### src/rtl/msc_pkg.sv
// Package: shared register addresses, field positions and link-mode codes
// for the media energy auto-sense controller.
package msc_pkg;
    localparam int DATA_W   = 8;
    localparam int ADDR_W   = 2;

    localparam logic [ADDR_W-1:0] A_CTRL  = 2'd0;
    localparam logic [ADDR_W-1:0] A_CAUSE = 2'd1;
    localparam logic [ADDR_W-1:0] A_MASK  = 2'd2;
    localparam logic [ADDR_W-1:0] A_MODE  = 2'd3;

    localparam int B_SRC  = 0;
    localparam int B_EN   = 1;
    localparam int B_CFG  = 2;
    localparam int B_HOLD = 3;
    localparam int B_REL  = 4;

    typedef enum logic [1:0] {
        LM_PHY   = 2'b00,
        LM_RSVD  = 2'b01,
        LM_SERDES= 2'b10,
        LM_SGMII = 2'b11
    } link_mode_e;
endpackage

### src/rtl/msc_sync.sv
// Module: msc_sync
// Brings WIDTH asynchronous level signals into the clock domain through a
// chain of STAGES flops per bit. Assumes each input is a slow level, so that
// bits may be sampled independently.
module msc_sync #(
    parameter int WIDTH  = 3,
    parameter int STAGES = 2
) (
    input  logic             clk,
    input  logic             rst_n,
    input  logic [WIDTH-1:0] async_in,
    output logic [WIDTH-1:0] sync_out
);
    for (genvar g = 0; g < WIDTH; g++) begin : g_bit
        logic [STAGES-1:0] chain;
        // Shift the raw level through the synchronizer chain.
        always_ff @(posedge clk) begin
            if (!rst_n) chain <= '0;
            else        chain <= {chain[STAGES-2:0], async_in[g]};
        end
        assign sync_out[g] = chain[STAGES-1];
    end
endmodule

### src/rtl/msc_detect.sv
// Module: msc_detect
// Picks the monitored energy source from the detect mode and the source
// select, and emits a one-cycle pulse on its rising edge while armed.
// Assumes the inputs are already synchronized. The edge history is tracked
// even while disarmed, so arming with a level already high does not fire.
module msc_detect (
    input  logic clk,
    input  logic rst_n,
    input  logic armed,
    input  logic phy_mode,
    input  logic src_ext,
    input  logic ext_s,
    input  logic idle_s,
    input  logic phy_s,
    output logic det
);
    logic level, level_q;

    // Select which synchronized source represents energy on the idle media.
    always_comb begin
        if (phy_mode)     level = phy_s;
        else if (src_ext) level = ext_s;
        else              level = ~idle_s;
    end

    // Remember the previous level for edge detection.
    always_ff @(posedge clk) begin
        if (!rst_n) level_q <= 1'b0;
        else        level_q <= level;
    end

    assign det = armed & level & ~level_q;
endmodule

### src/rtl/msc_regs.sv
// Module: msc_regs
// Register file holding control, cause, mask and link mode, together with
// the detection side effects: cause set, auto-disarm and PHY power-down.
// Assumes a single-cycle write strobe. Software writes to enable take
// precedence over auto-disarm. Detection wins over software clears of the
// cause bit and of the power-down output.
module msc_regs
    import msc_pkg::*;
(
    input  logic              clk,
    input  logic              rst_n,
    input  logic              nv_src_dflt,
    input  logic              wr_en,
    input  logic [ADDR_W-1:0] wr_addr,
    input  logic [DATA_W-1:0] wr_data,
    input  logic [ADDR_W-1:0] rd_addr,
    output logic [DATA_W-1:0] rd_data,
    input  logic              det,
    output logic              src_ext,
    output logic              sense_en,
    output logic              phy_mode,
    output logic              cause,
    output logic              mask,
    output logic              pwr_down,
    output logic [1:0]        mode
);
    logic cfg, hold;
    logic wr_ctrl, wr_cause, wr_mask, wr_mode;

    assign wr_ctrl  = wr_en && (wr_addr == A_CTRL);
    assign wr_cause = wr_en && (wr_addr == A_CAUSE);
    assign wr_mask  = wr_en && (wr_addr == A_MASK);
    assign wr_mode  = wr_en && (wr_addr == A_MODE);

    // Control bits: source select, config and hold follow software writes.
    always_ff @(posedge clk) begin
        if (!rst_n) begin
            src_ext <= nv_src_dflt;
            cfg     <= 1'b0;
            hold    <= 1'b0;
        end else if (wr_ctrl) begin
            src_ext <= wr_data[B_SRC];
            cfg     <= wr_data[B_CFG];
            hold    <= wr_data[B_HOLD];
        end
    end

    // Sense enable: a software write wins, otherwise a SerDes-mode detection disarms.
    always_ff @(posedge clk) begin
        if (!rst_n)                          sense_en <= 1'b0;
        else if (wr_ctrl)                    sense_en <= wr_data[B_EN];
        else if (det && !phy_mode && !hold)  sense_en <= 1'b0;
    end

    // Detect-mode flag: set by config=1 and kept until config and enable are both written 0.
    always_ff @(posedge clk) begin
        if (!rst_n) phy_mode <= 1'b0;
        else if (wr_ctrl) begin
            if (wr_data[B_CFG])                          phy_mode <= 1'b1;
            else if (!wr_data[B_EN])                     phy_mode <= 1'b0;
        end
    end

    // Sticky cause bit: detection sets it, write-one clears it, and the set wins.
    always_ff @(posedge clk) begin
        if (!rst_n)                        cause <= 1'b0;
        else if (det)                      cause <= 1'b1;
        else if (wr_cause && wr_data[0])   cause <= 1'b0;
    end

    // Interrupt mask bit.
    always_ff @(posedge clk) begin
        if (!rst_n)       mask <= 1'b0;
        else if (wr_mask) mask <= wr_data[0];
    end

    // PHY power-down: set by a PHY-mode detection, released by the write-only release bit.
    always_ff @(posedge clk) begin
        if (!rst_n)                             pwr_down <= 1'b0;
        else if (det && phy_mode && !hold)      pwr_down <= 1'b1;
        else if (wr_ctrl && wr_data[B_REL])     pwr_down <= 1'b0;
    end

    // Link-mode field; the reserved code is refused.
    always_ff @(posedge clk) begin
        if (!rst_n)                                        mode <= LM_PHY;
        else if (wr_mode && (wr_data[1:0] != LM_RSVD))     mode <= wr_data[1:0];
    end

    // Read multiplexer.
    always_comb begin
        rd_data = '0;
        case (rd_addr)
            A_CTRL: begin
                rd_data[B_SRC]  = src_ext;
                rd_data[B_EN]   = sense_en;
                rd_data[B_CFG]  = cfg;
                rd_data[B_HOLD] = hold;
            end
            A_CAUSE: rd_data[0]   = cause;
            A_MASK:  rd_data[0]   = mask;
            default: rd_data[1:0] = mode;
        endcase
    end

    assert_det_armed_R4: assert property (@(posedge clk) disable iff (!rst_n)
        det |-> sense_en);
    assert_cause_source_R3: assert property (@(posedge clk) disable iff (!rst_n)
        $rose(cause) |-> $past(det));
    assert_set_wins_R5: assert property (@(posedge clk) disable iff (!rst_n)
        det |=> cause);
    assert_disarm_R7: assert property (@(posedge clk) disable iff (!rst_n)
        (det && !phy_mode && !hold && !wr_ctrl) |=> !sense_en);
    assert_pd_rise_R9: assert property (@(posedge clk) disable iff (!rst_n)
        $rose(pwr_down) |-> $past(det && phy_mode && !hold));
    assert_pd_set_wins_R9: assert property (@(posedge clk) disable iff (!rst_n)
        (det && phy_mode && !hold) |=> pwr_down);
    assert_no_rsvd_R10: assert property (@(posedge clk) disable iff (!rst_n)
        mode != LM_RSVD);
endmodule

### src/rtl/media_sense_ctrl.sv
// Module: media_sense_ctrl
// Top level of the media energy auto-sense controller. It synchronizes the
// three energy sources, detects a rising edge on the monitored one and
// applies the register-controlled side effects. Assumes one clock domain
// for the register port.
module media_sense_ctrl
    import msc_pkg::*;
(
    input  logic              clk,
    input  logic              rst_n,
    input  logic              nv_src_dflt,
    input  logic              ext_sig_det,
    input  logic              serdes_idle,
    input  logic              phy_energy,
    input  logic              wr_en,
    input  logic [ADDR_W-1:0] wr_addr,
    input  logic [DATA_W-1:0] wr_data,
    input  logic [ADDR_W-1:0] rd_addr,
    output logic [DATA_W-1:0] rd_data,
    output logic              irq,
    output logic              phy_pwr_down,
    output logic [1:0]        link_mode
);
    localparam int N_SRC = 3;

    logic [N_SRC-1:0] raw_s, sync_s;
    logic det, src_ext, sense_en, phy_mode, cause, mask;

    assign raw_s = {phy_energy, serdes_idle, ext_sig_det};

    msc_sync #(.WIDTH(N_SRC), .STAGES(2)) u_sync (
        .clk(clk), .rst_n(rst_n), .async_in(raw_s), .sync_out(sync_s)
    );

    msc_detect u_det (
        .clk(clk), .rst_n(rst_n), .armed(sense_en), .phy_mode(phy_mode),
        .src_ext(src_ext), .ext_s(sync_s[0]), .idle_s(sync_s[1]),
        .phy_s(sync_s[2]), .det(det)
    );

    msc_regs u_regs (
        .clk(clk), .rst_n(rst_n), .nv_src_dflt(nv_src_dflt),
        .wr_en(wr_en), .wr_addr(wr_addr), .wr_data(wr_data),
        .rd_addr(rd_addr), .rd_data(rd_data), .det(det),
        .src_ext(src_ext), .sense_en(sense_en), .phy_mode(phy_mode),
        .cause(cause), .mask(mask), .pwr_down(phy_pwr_down), .mode(link_mode)
    );

    assign irq = cause & mask;

    assert_irq_needs_mask_R6: assert property (@(posedge clk) disable iff (!rst_n)
        irq |-> (rd_addr != A_MASK || rd_data[0]));
endmodule

### config.mk
export PLATFORM = sky130hd
export DESIGN_NAME = media_sense_ctrl
export DESIGN_NICKNAME = d
export VERILOG_FILES = /design/src/rtl/msc_pkg.sv /design/src/rtl/msc_sync.sv /design/src/rtl/msc_detect.sv /design/src/rtl/msc_regs.sv /design/src/rtl/media_sense_ctrl.sv
export SDC_FILE = /design/constraint.sdc
export NUM_CORES = 1
export LEC_CHECK = 0
export ABC_CLOCK_PERIOD_IN_PS = 2800
export BUFFER_PORTS_ARGS = -buffer_cell sky130_fd_sc_hd__buf_2
export CORE_MARGIN = 8
export CORE_UTILIZATION = 48
export DETAILED_ROUTE_END_ITERATION = 10
export PLACE_DENSITY_LB_ADDON = 0.08
export SLEW_MARGIN = 10
export SYNTH_ARGS = -nofsm -noshare
export SYNTH_HDL_FRONTEND = slang
export SYNTH_SLANG_ARGS = --single-unit
### constraint.sdc
create_clock -name clk -period 2.8 [get_ports clk]
set_input_delay 0 -clock clk [delete_from_list [all_inputs] [get_ports clk]]
set_output_delay 0 -clock clk [all_outputs]
set_load 0.1 [all_outputs]
Word level (Yosys, flattened, before mapping)
Cells that the tools add are included.
{"block": "classes", "addsub": 0, "mul": 0, "div": 0, "order_cmp": 0, "eq_ne": 8, "shifts": 0, "n_mux": 15, "bitwise_logic": 5, "n_reduce_logical": 20}
{"operator": "$mux W1", "n": 12}
{"operator": "$logic_and A1 B1 Y1", "n": 11}
{"operator": "$eq A2 B2 Y1 const B", "n": 3}
{"operator": "$ne A2 B1 Y1 const B", "n": 3}
{"operator": "$reduce_bool A2 Y1", "n": 3}
{"operator": "$eq A2 B1 Y1 const B", "n": 2}
{"operator": "$logic_not A2 Y1", "n": 2}
{"operator": "$and A1 B1 Y1", "n": 3}
{"operator": "$pmux W1 S3", "n": 1}
{"operator": "$logic_not A1 Y1", "n": 2}
{"operator": "$mux W2", "n": 1}
{"operator": "$not A1 Y1", "n": 2}
{"operator": "$pmux W1 S2", "n": 1}
{"operator": "$reduce_and A2 Y1", "n": 1}
{"operator": "$reduce_or A2 Y1", "n": 1}
{"block": "totals", "register_bits": 17, "latchBits": 0, "ram_bits": 0, "mem_bits_ro": 0, "elab_cells": 61, "n_memories": 0}

Depth between registers and ports, before layout
Gate-level depths: netlist (run 1).
{"block": "depth", "depth_word": 9, "ltp_mapped": 4, "ltp_nobuf": 3}

By module
A second synthesis (run 1) with hierarchy kept.
{"block": "unflattened", "cells_unflattened": 82, "area_unflattened_um2": 767.0}
{"module": "msc_regs", "n_inst": 1, "cells_each": 57, "area_per_inst_um2": 513.0, "seq_area_each_um2": 210.2}
{"module": "msc_sync", "n_inst": 1, "cells_each": 15, "area_per_inst_um2": 180.2, "seq_area_each_um2": 120.1}
{"module": "msc_detect", "n_inst": 1, "cells_each": 9, "area_per_inst_um2": 67.6, "seq_area_each_um2": 20.0}
{"module": "media_sense_ctrl", "n_inst": 1, "cells_each": 1, "area_per_inst_um2": 6.3, "seq_area_each_um2": 0.0}

Worst setup path before layout (run 1)
OpenSTA, ideal clock, no wires.
{"block": "synth_timing", "path_type": "register to output", "startpoint": "register u_regs.mode[1]", "endpoint": "output port rd_data[1]", "t_arrival_ns": 1.777, "t_required_ns": 2.800, "slack_ns": 1.023, "path_stages_with_launch": 3, "n_path_buf": 0, "cell_sequence": "dfxtp_1 nand3_1 nand2_1"}
{"block": "synth_via", "elab_chain_len": 1}
{"element": "start: declaration", "line_no": "msc_regs.sv:25", "source": "output logic [1:0] mode"}
{"element": "start signal: assignment", "line_no": "msc_regs.sv:87", "source": "else if (wr_mode && (wr_data[1:0] != LM_RSVD)) mode <= wr_data[1:0];"}
{"element": "$pmux W1 S2", "line_no": "msc_regs.sv:93", "source": "case (rd_addr)"}
{"element": "end: declaration", "line_no": "media_sense_ctrl.sv:19", "source": "output logic [DATA_W-1:0] rd_data,"}
No other way between the ends.

Final worst setup path (run 1)
{"block": "layout_timing", "startpoint": "register u_regs.src_ext", "endpoint": "output port rd_data[0]"}
{"block": "layout_via", "elab_chain_len": 1}
{"element": "start: declaration", "line_no": "msc_regs.sv:19", "source": "output logic src_ext,"}
{"element": "start signal: assignment", "line_no": "msc_regs.sv:38", "source": "src_ext <= nv_src_dflt;"}
{"element": "start signal: assignment", "line_no": "msc_regs.sv:42", "source": "src_ext <= wr_data[B_SRC];"}
{"element": "$pmux W1 S3", "line_no": "msc_regs.sv:93"}
No other way between the ends.

==> flow_summary_export.csv, run 1 <==
group,metric,value,unit
synthesis,ys_seq_area_share,47.3,%
clock_network,cts_resized,0,
sta,rsz0062_at_grt,"false",
synthesis,syn_area_per_cell,9.62,sq um
floorplanning,die_w,55.3,microns
flow_run,maxCapViolations,0,
synthesis,synth_fa_ha_area_share,0,%
sta,clock.fmax,683,MHz
layout,final_core_util,63.7,%
layout,area_growth,26.5,%
sta,min_period_over_period,52.3,%
setup_path,r2r_cells,3,
placed_design,numPortBuffers,23,
placed_design,place.gp.congestion,0.738,
setup_path,crit_path_max_incr_delay,0.45,ns
setup_path,reg2reg_to,"u_regs.cause",
detailed_routing,ant_nets,0,
synthesis,yosysTopAreaCellShare,43.2,%
sta,finalSetupViolCount,0,
sta,fin_hold_ws,0.00687,ns
setup_path,worstReg2RegStart,"u_regs.src_ext",
detailed_routing,dr.pass1.iters,4,
grt,grt_antenna_before_repair,0,
grt,overflow,0,
synthesis,synth_top_family_by_area,"simple AND/OR/NAND/NOR gates",
power_and_ir_drop,p_seq_share,52.9,%
layout,drive_gt1_share,29.9,%
sta,skew,0.00432,ns
power_and_ir_drop,vdd_drop_max,347,uV
power_and_ir_drop,swShare,30.9,%
placed_design,dp.final_hpwl,1.15,mm
synthesis,synth_mux_area_share,5.91,%
min_path,hp-start,"wr_data[4]",
clock_network,cts_buffer_depth,2,
power_and_ir_drop,internal_power,340,uW
setup_path,crit_path_top_delay_cell,"mux4_2",
floorplanning,io_pins,31,
grt,grt_max_degree,20,
detailed_routing,drt_iter0_drc,10,
floorplanning,dieArea,3060,sq um
status,status,"finished, final reports clean",
setup_path,rrSetupSlack,1.79,ns
clock_network,cts.sinks,17,
synthesis,synthXorXnorAreaFrac,0,%
clock_network,cts_setup_buffers,0,
floorplanning,core-area,1470,sq um
power_and_ir_drop,p_clk_share,27.3,%
detailed_routing,route.detailed.drc,0,
synthesis,yosys-top-cells-area,"dfxtp_1, and2_1, nand2_1",
detailed_routing,num_vias,619,
setup_path,worst_setup_path_end_kind,"primary output",
setup_path,cp-start-kind,"flop",
floorplanning,initial_utilization,50.3,%
sta,finalCriticalPeriod,1.46,ns
synthesis,yosys.area_share.simple,29.7,%
synthesis,syn_inst,77,
detailed_routing,wl_per_cell,12.6,microns
setup_path,critPathTopFamily,"multiplexers",
synthesis,synthDistinctLibCells,31,
layout,diodes,0,
clock_network,clk_pin_slew,0.10,ns
grt,grt_pass1_wl,2.62,mm
setup_path,critical_path_class,"flop to primary output",
synthesis,ys_top_cells_by_count,"dfxtp_1, nand2_1, and2_1",
power_and_ir_drop,p_sw,152,uW
clock_network,cts_buffers,3,
power_and_ir_drop,powerDensity,525,nW/um^2
grt,first_global_vias,613,
detailed_routing,drt-total-wl,1.55,mm
synthesis,synthArstFlopShare,0,%
grt,track_usage,10.1,%
setup_path,required,2.80,ns
sta,maxSlewViolCount,0,
floorplanning,rows,14,
sta,fin_setup_tns,0,ns
setup_path,crit_path_max_fanout,3,
synthesis,synth_area,741,sq um
floorplanning,dieHeight,55.3,microns
clock_network,insertion_delay,0.29,ns
power_and_ir_drop,leakage,0.000420,uW
synthesis,synth-edff-count,1,
sta,finalHoldViolations,0,
synthesis,synth_warnings,0,
clock_network,cts_htree_levels,1,
min_path,hold_depth,3,
setup_path,cp_num_buf_inv,1,
power_and_ir_drop,comb_power_share,19.7,%
layout,nets,127,
detailed_routing,routed_via_density,5.03,
synthesis,synth.most_common_cell,"dfxtp_1",
synthesis,synth_compound_area_share,10.3,%
min_path,min_to,"u_regs.pwr_down",
clock_network,cts_tree,"built",
setup_path,worst_ep_arrival_time,1.46,ns
synthesis,synthFlopType,"dfxtp_1",
clock_network,root_buffer,"clkbuf_4",
setup_path,crit_chain,"mux4_2, buf_2",
synthesis,synth_top_area_cell,"dfxtp_1",
min_path,hold_path_class,"primary input to flop",
synthesis,synth-seq-cells,17,
## per-stage QoR
step | worst slack (ns) | instance area (sq um) | total power, uW | cells
2_1_floorplan | 1.02 | 752 | 339 | 80
4_1_cts | 1.32 | 937 | 498 | 123
6_report | 1.34 | 937 | 492 | 123
5_1_grt | 1.29 | 937 | 513 | 123
3_3_place_gp | 1.65 | 848 | 356 | 113
3_5_place_dp | 1.65 | 848 | 357 | 113
## cells in the final DEF, fill, tap and decap left out, types with 2 or more instances in the layout
cell type	instances
dlygate4sd3_1	6
and2_1	10
nand2_1	11
nand3_1	3
inv_1	2
clkbuf_4	3
nor2_1	2
buf_2	23
nand2b_1	2
dfxtp_1	16
conb_1	4
a21boi_1	3
nand4b_1	2
nor2b_1	2
## per-layer routing
| layer | wire length [microns] | track usage [%] | part of all wire, % |
|---|---|---|---|
| met4 | 29 | 6.34 | 1.9 |
| met5 | 0 | 0 | 0 |
| met3 | 184 | 5.48 | 12 |
| met2 | 674 | 14.4 | 43 |
| met1 | 663 | 11.4 | 43 |
## area by class of cell
type                       count  area (sq um)
clock buffer                   3          22.5
clock inverter                 1          6.26
fill                         136           534
inverter                       2          7.51
multi-input combinational     55           355
sequential                    17           350
tap                           16          20.0
timing repair buffer          29           175
## power groups by stage
| stage | sequential [uW] | clock [uW] | combinational (uW) |
|---|---|---|---|
| after floorplan | 272 | 0 | 67.3 |
| after global placement | 266 | 0 | 89.7 |
| after detailed placement | 266 | 0 | 90.7 |
| after CTS | 261 | 140 | 97.4 |
| after global routing | 262 | 148 | 104 |
| final | 261 | 135 | 97.2 |
## what timing repair did
item | CTS | global route
endpoints found under the hold margin | 7 | 0
endpoints found under the setup margin | 0 | 0
hold buffers | 6 | 0
## state kept, by name, indices dropped and copies added, names as in the netlist
| register | count |
|---|---|
| u_regs.phy_mode | 1 |
| u_regs.cause | 1 |
| u_regs.sense_en | 1 |
| u_regs.mode | 2 |
| u_regs.src_ext | 1 |
| u_sync.g_bit.chain | 6 |
| u_det.level_q | 1 |
| u_regs.mask | 1 |
| u_regs.cfg | 1 |
| u_regs.pwr_down | 1 |
| u_regs.hold | 1 |
## tightest hold or removal path, delay by kind of cell
| kind | cells | cell delay [ns] |
|---|---|---|
| and+or+nand+nor | 1 | 0.05 |
| AOI/OAI and AO/OA | 1 | 0.13 |
| buffers and inverters | 1 | 0.09 |
## kinds of logic after synthesis
logic type	Yosys count
and+or+nand+nor	38
AOI/OAI and AO/OA	10
other	1
DFF	17
buffers and inverters	8
muxes	3
## how the worst max path moves through the flow
| stage | from | end | slack [ns] | depth (start not counted) |
|---|---|---|---|---|
| detailed placement | u_regs.src_ext | rd_data[0] | 1.65 | 2 |
| CTS | u_regs.src_ext | rd_data[0] | 1.32 | 2 |
| global placement | u_regs.src_ext | rd_data[0] | 1.65 | 2 |
| finish | u_regs.src_ext | rd_data[0] | 1.34 | 2 |
| floorplan | u_regs.mode[1] | rd_data[1] | 1.02 | 2 |
| global route | u_regs.src_ext | rd_data[0] | 1.29 | 2 |
Power figures use the tool's default switching activity.
==> run 2: changes to the inputs <==
--- a/config.mk
+++ b/config.mk
@@ -5,10 +5,11 @@
 export SDC_FILE = /design/constraint.sdc
 export NUM_CORES = 1
 export LEC_CHECK = 0
-export ABC_CLOCK_PERIOD_IN_PS = 2800
+export ABC_CLOCK_PERIOD_IN_PS = 1250
 export BUFFER_PORTS_ARGS = -buffer_cell sky130_fd_sc_hd__buf_2
+export CORE_ASPECT_RATIO = 1.2
 export CORE_MARGIN = 8
-export CORE_UTILIZATION = 48
+export CORE_UTILIZATION = 41
 export DETAILED_ROUTE_END_ITERATION = 10
 export PLACE_DENSITY_LB_ADDON = 0.08
 export SLEW_MARGIN = 10
==> constraint.sdc (replaced) <==
create_clock -name clk -period 1.25 [get_ports clk]
set_input_delay 0 -clock clk [delete_from_list [all_inputs] [get_ports clk]]
set_output_delay 0 -clock clk [all_outputs]
set_load 0.1 [all_outputs]
==> run 2 against run 1 <==
Net effect: total power up 130%; the run now ends with setup timing left; register-to-register slack got worse by 1.7 ns; first-iteration DRC count shrank 70%; global-route usage shrank 0.24 points; hold slack worse by 0.0016 ns; critical endpoint unchanged; clock skew rose by 0.0012 ns; largest power group unchanged; design area up 5.2%; sequential share of layout area is 1.3 points lower; core utilization fell by 7.8 points; critical path depth did not move; wire length is 0.52% higher; via count rose by 1.3%.
==> flow_summary_export.csv, run 2 (synthesis results as in run 1) <==
group,metric,value,unit
floorplanning,dieArea,3430,sq um
layout,stdcell_count,129,
power_and_ir_drop,powerDensity,1120,nW/um^2
clock_network,cts_buffers,3,
setup_path,crit_path_max_incr_delay,0.48,ns
power_and_ir_drop,swShare,30.7,%
sta,maxSlewViolCount,0,
clock_network,cts_htree_levels,1,
layout,drive_gt1_share,33.6,%
setup_path,r2r_cells,4,
clock_network,cts.sinks,17,
setup_path,crit_path_max_fanout,2,
detailed_routing,ant_nets,0,
layout,fill_cells,163,
setup_path,worst_ep_arrival_time,1.38,ns
sta,clock.fmax,725,MHz
floorplanning,dieHeight,62.6,microns
grt,grt_pass1_wl,2.61,mm
floorplanning,core-area,1770,sq um
layout,final_core_util,55.8,%
min_path,min_to,"u_regs.pwr_down",
layout,mostFrequentLayoutCells,"buf_2, dfxtp_1, nand2_1, and2_1, dlygate4sd3_1",
power_and_ir_drop,comb_power_share,21.0,%
detailed_routing,drt-total-wl,1.56,mm
grt,overflow,0,
layout,diodes,0,
detailed_routing,routed_via_density,4.86,
grt,grt_antenna_before_repair,0,
power_and_ir_drop,p_seq_share,52.5,%
clock_network,root_buffer,"clkbuf_4",
grt,track_usage,9.88,%
clock_network,cts_buffer_depth,2,
setup_path,crit_path_top_delay_cell,"mux4_2",
setup_path,worst_setup_path_end_kind,"primary output",
clock_network,cts_tree,"built",
grt,grt_max_degree,11,
sta,min_period_over_period,110,%
setup_path,cp_num_buf_inv,1,
layout,nets,130,
floorplanning,rows,17,
setup_path,reg2reg_to,"u_regs.cause",
sta,fin_setup_tns,-0.130,ns
grt,first_global_vias,622,
setup_path,crit_chain,"mux4_2, buf_6",
floorplanning,initial_utilization,42.0,%
setup_path,cp.depth,2,
layout,final_common_cell,"buf_2",
layout,top_regs,"u_sync.g_bit.chain: 6 flops, u_regs.mode: 2 flops",
placed_design,post-place-cells,117,
detailed_routing,dr.pass1.iters,3,
min_path,hold_path_class,"primary input to flop",
flow_run,maxCapViolations,0,
power_and_ir_drop,vdd_drop_max,707,uV
power_and_ir_drop,p_sw,340,uW
status,status,"finished, violations left",
placed_design,dp.final_hpwl,1.22,mm
setup_path,worstReg2RegStart,"u_regs.src_ext",
sta,finalHoldViolations,0,
power_and_ir_drop,p_clk_share,26.5,%
clock_network,clk_pin_slew,0.10,ns
floorplanning,io_pins,31,
sta,rsz0062_at_grt,"true",
setup_path,critical_path_class,"flop to primary output",
setup_path,cp-start-kind,"flop",
setup_path,required,1.25,ns
sta,finalCriticalPeriod,1.38,ns
placed_design,dpl_cell_area,867,sq um
floorplanning,die_w,54.8,microns
sta,skew,0.00555,ns
setup_path,rrSetupSlack,0.11,ns
setup_path,critPathTopFamily,"multiplexers",
power_and_ir_drop,internal_power,768,uW
sta,setup_slack,-0.130,ns
min_path,hp-start,"wr_data[4]",
sta,fin_hold_ws,0.00529,ns
detailed_routing,route.detailed.drc,0,
placed_design,place.gp.congestion,0.724,
layout,largest_reg_flops,6,
clock_network,insertion_delay,0.29,ns
layout,top_register,"u_sync.g_bit.chain",
min_path,hold_depth,3,
detailed_routing,wl_per_cell,12.1,microns
status,violations,"setup timing",
detailed_routing,drt_iter0_drc,3,
power_and_ir_drop,leakage,0.000432,uW
layout,final_area,986,sq um
sta,finalSetupViolCount,1,
detailed_routing,num_vias,627,
layout,area_growth,33.1,%
placed_design,numPortBuffers,23,
run 2: cell count changes in the layout (fill, tap and decap cells not counted), sizes merged:
| cell | previous run | this run |
|---|---|---|
| buf | 23 | 22 |
| inv | 3 | 2 |
| clkinv | 0 | 1 |
| clkbuf | 3 | 6 |
| dlygate4sd3 | 6 | 7 |
run 2: how the worst max path moves through the flow:
stage	startpoint	end	slack, ns
after floorplan	u_regs.mode[1]	rd_data[1]	0.03
after global placement	u_regs.src_ext	rd_data[0]	0.11
after detailed placement	u_regs.src_ext	rd_data[0]	0.09
after CTS	u_regs.src_ext	rd_data[0]	-0.14
after global routing	u_regs.src_ext	rd_data[0]	-0.18
final	u_regs.src_ext	rd_data[0]	-0.13
run 2: layout make-up:
cell class	instances	area (sq um)	share of cell area, %
Inverter	2	7.51	0.761
Timing Repair Buffer	32	214	21.7
Clock inverter	1	5.00	0.508
Clock buffer	3	22.5	2.28
Tap cell	19	23.8	2.41
Sequential cell	17	355	36.0
Multi-Input combinational cell	55	358	36.3
run 2: power groups by stage:
stage / combinational, uW / sequential [uW] / clock [uW]
2_1_floorplan: 151 / 607 / 0
3_3_place_gp: 204 / 595 / 0
3_5_place_dp: 206 / 595 / 0
4_1_cts: 233 / 582 / 311
5_1_grt: 247 / 585 / 336
6_report: 232 / 582 / 294
run 2: per-layer routing:
layer | part of all wire [%] | GRT usage [%] | vias to the layer above
li1 | - | - | 320
met1 | 41 | 9.94 | 291
met2 | 49 | 16.3 | 14
met3 | 8.8 | 3.57 | 2
met4 | 1.1 | 5.56 | 0
met5 | 0 | 0 | -
run 2: repair_timing:
| item | 4_1_cts | 5_1_grt |
|---|---|---|
| setup endpoints to repair | 1 | 4 |
| endpoints found under the hold margin | 8 | 0 |
| buffers inserted | 1 | 0 |
| gates resized for setup | 2 | 3 |
| hold buffers | 7 | 0 |
run 2: metrics by stage:
| step | total power, uW | setup WS [ns] |
|---|---|---|
| floorplan | 758 | 0.0266 |
| global placement | 799 | 0.109 |
| detailed placement | 801 | 0.0922 |
| CTS | 1130 | -0.144 |
| global route | 1170 | -0.177 |
| finish | 1110 | -0.130 |
run 2: worst reg2reg max path: cells and delay by family, from the launching register on:
kind / cells / cell delay, ns
AO/OA/AOI/OAI: 2 / 0.31
buffers and inverters: 1 / 0.15
flip-flops: 1 / 0.42
AND/OR/NAND/NOR: 1 / 0.15
==> run 3: changes to the inputs <==
==> constraint.sdc (replaced) <==
create_clock -name clk -period 1.25 [get_ports clk]
set_input_delay 0 -clock clk [delete_from_list [all_inputs] [get_ports clk]]
set_output_delay 0 -clock clk [all_outputs]
set_load 0.005 [all_outputs]
==> run 3 against run 2 <==
Net effect: highest routed layer unchanged; cell count down 1.6%; clock-buffer cell count up 1; sequential share of layout area up 0.56 points; the flow still finishes with violations (setup timing); critical path type unchanged; clock power down 4%; sequential power hardly changed; via count fell by 2.2%; flip-flop and latch count unchanged; maximum frequency rose by 6.5%; non-clock buffer count fell by 2; wire length fell by 0.13%; critical path depth did not move; clock skew down 0.0019 ns.
==> flow_summary_export.csv, run 3 (synthesis results as in run 1) <==
group,metric,value,unit
clock_network,insertion_delay,0.28,ns
floorplanning,io_pins,31,
layout,final_common_cell,"buf_2",
layout,top_regs,"u_sync.g_bit.chain: 6 flops, u_regs.mode: 2 flops",
placed_design,dp.final_hpwl,1.19,mm
grt,grt_antenna_before_repair,0,
layout,diodes,0,
clock_network,cts_htree_levels,1,
layout,fill_cells,175,
floorplanning,die_w,54.8,microns
layout,nets,128,
placed_design,post-place-cells,116,
detailed_routing,num_vias,613,
grt,overflow,0,
status,status,"finished, violations left",
detailed_routing,dr.pass1.iters,4,
floorplanning,core-area,1770,sq um
detailed_routing,ant_nets,0,
grt,track_usage,9.74,%
sta,setup_slack,-0.0461,ns
grt,first_global_vias,619,
clock_network,clk_pin_slew,0.09,ns
power_and_ir_drop,vdd_drop_max,740,uV
detailed_routing,drt-total-wl,1.56,mm
clock_network,cts_buffers,3,
clock_network,cts.sinks,17,
setup_path,worst_ep_arrival_time,1.30,ns
sta,finalCriticalPeriod,1.30,ns
sta,rsz0062_at_grt,"true",
detailed_routing,routed_via_density,4.83,
setup_path,crit_chain,"mux4_2, buf_2",
sta,clock.fmax,772,MHz
grt,grt_pass1_wl,2.53,mm
flow_run,maxCapViolations,0,
power_and_ir_drop,leakage,0.000428,uW
floorplanning,initial_utilization,42.0,%
sta,finalSetupViolCount,1,
floorplanning,dieArea,3430,sq um
sta,skew,0.00364,ns
clock_network,cts_tree,"built",
setup_path,crit_path_max_incr_delay,0.46,ns
layout,area_growth,29.2,%
clock_network,root_buffer,"clkbuf_4",
layout,top_register,"u_sync.g_bit.chain",
min_path,hold_path_class,"primary input to flop",
setup_path,crit_path_max_fanout,2,
layout,mostFrequentLayoutCells,"buf_2, dfxtp_1, nand2_1, and2_1, dlygate4sd3_1",
floorplanning,dieHeight,62.6,microns
clock_network,cts_buffer_depth,2,
setup_path,cp-start-kind,"flop",
grt,grt_max_degree,20,
layout,drive_gt1_share,32.4,%
setup_path,crit_path_top_delay_cell,"mux4_2",
layout,stdcell_count,127,
status,violations,"setup timing",
detailed_routing,wl_per_cell,12.3,microns
placed_design,numPortBuffers,23,
setup_path,required,1.25,ns
floorplanning,rows,17,
placed_design,place.gp.congestion,0.718,
layout,largest_reg_flops,6,
detailed_routing,route.detailed.drc,0,
setup_path,critical_path_class,"flop to primary output",
power_and_ir_drop,p_total,1000,uW
sta,min_period_over_period,104,%
detailed_routing,drt_iter0_drc,11,
sta,maxSlewViolCount,0,
placed_design,preCtsSetupSlack,0.246,ns
sta,finalHoldViolations,0,
setup_path,worst_setup_path_end_kind,"primary output",
power_and_ir_drop,powerDensity,1050,nW/um^2
## run 3: where the power goes
part	total (uW)	internal [uW]	switching (uW)
Sequential	585	571	13.8
Clock	281	124	157
Combinational	137	77.8	59.4
Total	1000	773	230
## run 3: area by class of cell
type                    count  area [sq um]  area share [%]
multi-input cells          55           369            38.6
repair buffers             30           180            18.8
inverters                   2          7.51           0.784
clock buffers               4          26.3            2.75
flip-flops and latches     17           350            36.6
well taps                  19          23.8            2.48
## run 3: through the flow
step	cell area, sq um	utilization, %	TNS [ns]	hold slack (ns)
after floorplan	752	-	0	0.109
after global placement	852	48.3	0	0.208
after detailed placement	852	48.3	0	0.210
after CTS	936	53.0	-0.0456	0.00695
after global routing	957	54.2	-0.101	0.00428
final	957	54.2	-0.0461	0.0133
## run 3: worst paths after layout
path                             from                  endpoint  slack, ns  cells past startpoint
max reg2reg            u_regs.src_ext           u_regs.sense_en       0.07                      5
max                    u_regs.src_ext                rd_data[0]      -0.05                      2
min                        wr_data[4]           u_regs.pwr_down       0.01                      3
min reg2reg  u_sync.g_bit[1].chain[0]  u_sync.g_bit[1].chain[1]       0.44                      1
## run 3: metal layers
metal | routed length, microns | GRT usage (%)
met4 | 23 | 6.48
met1 | 615 | 9.63
met3 | 124 | 2.62
met2 | 795 | 16.3
met5 | 0 | 0
## run 3: critical path: cells and delay by family, from the launching register on
| kind | cells | cell delay, ns |
|---|---|---|
| buffers and inverters | 1 | 0.14 |
| flip-flops | 1 | 0.42 |
| multiplexers | 1 | 0.46 |
## run 3: timing repair
action	4_1_cts	5_1_grt
buffers inserted	1	1
endpoints found under the setup margin	1	1
endpoints found under the hold margin	6	0
gates resized for setup	0	2
pin swaps	0	1
hold buffers	5	0
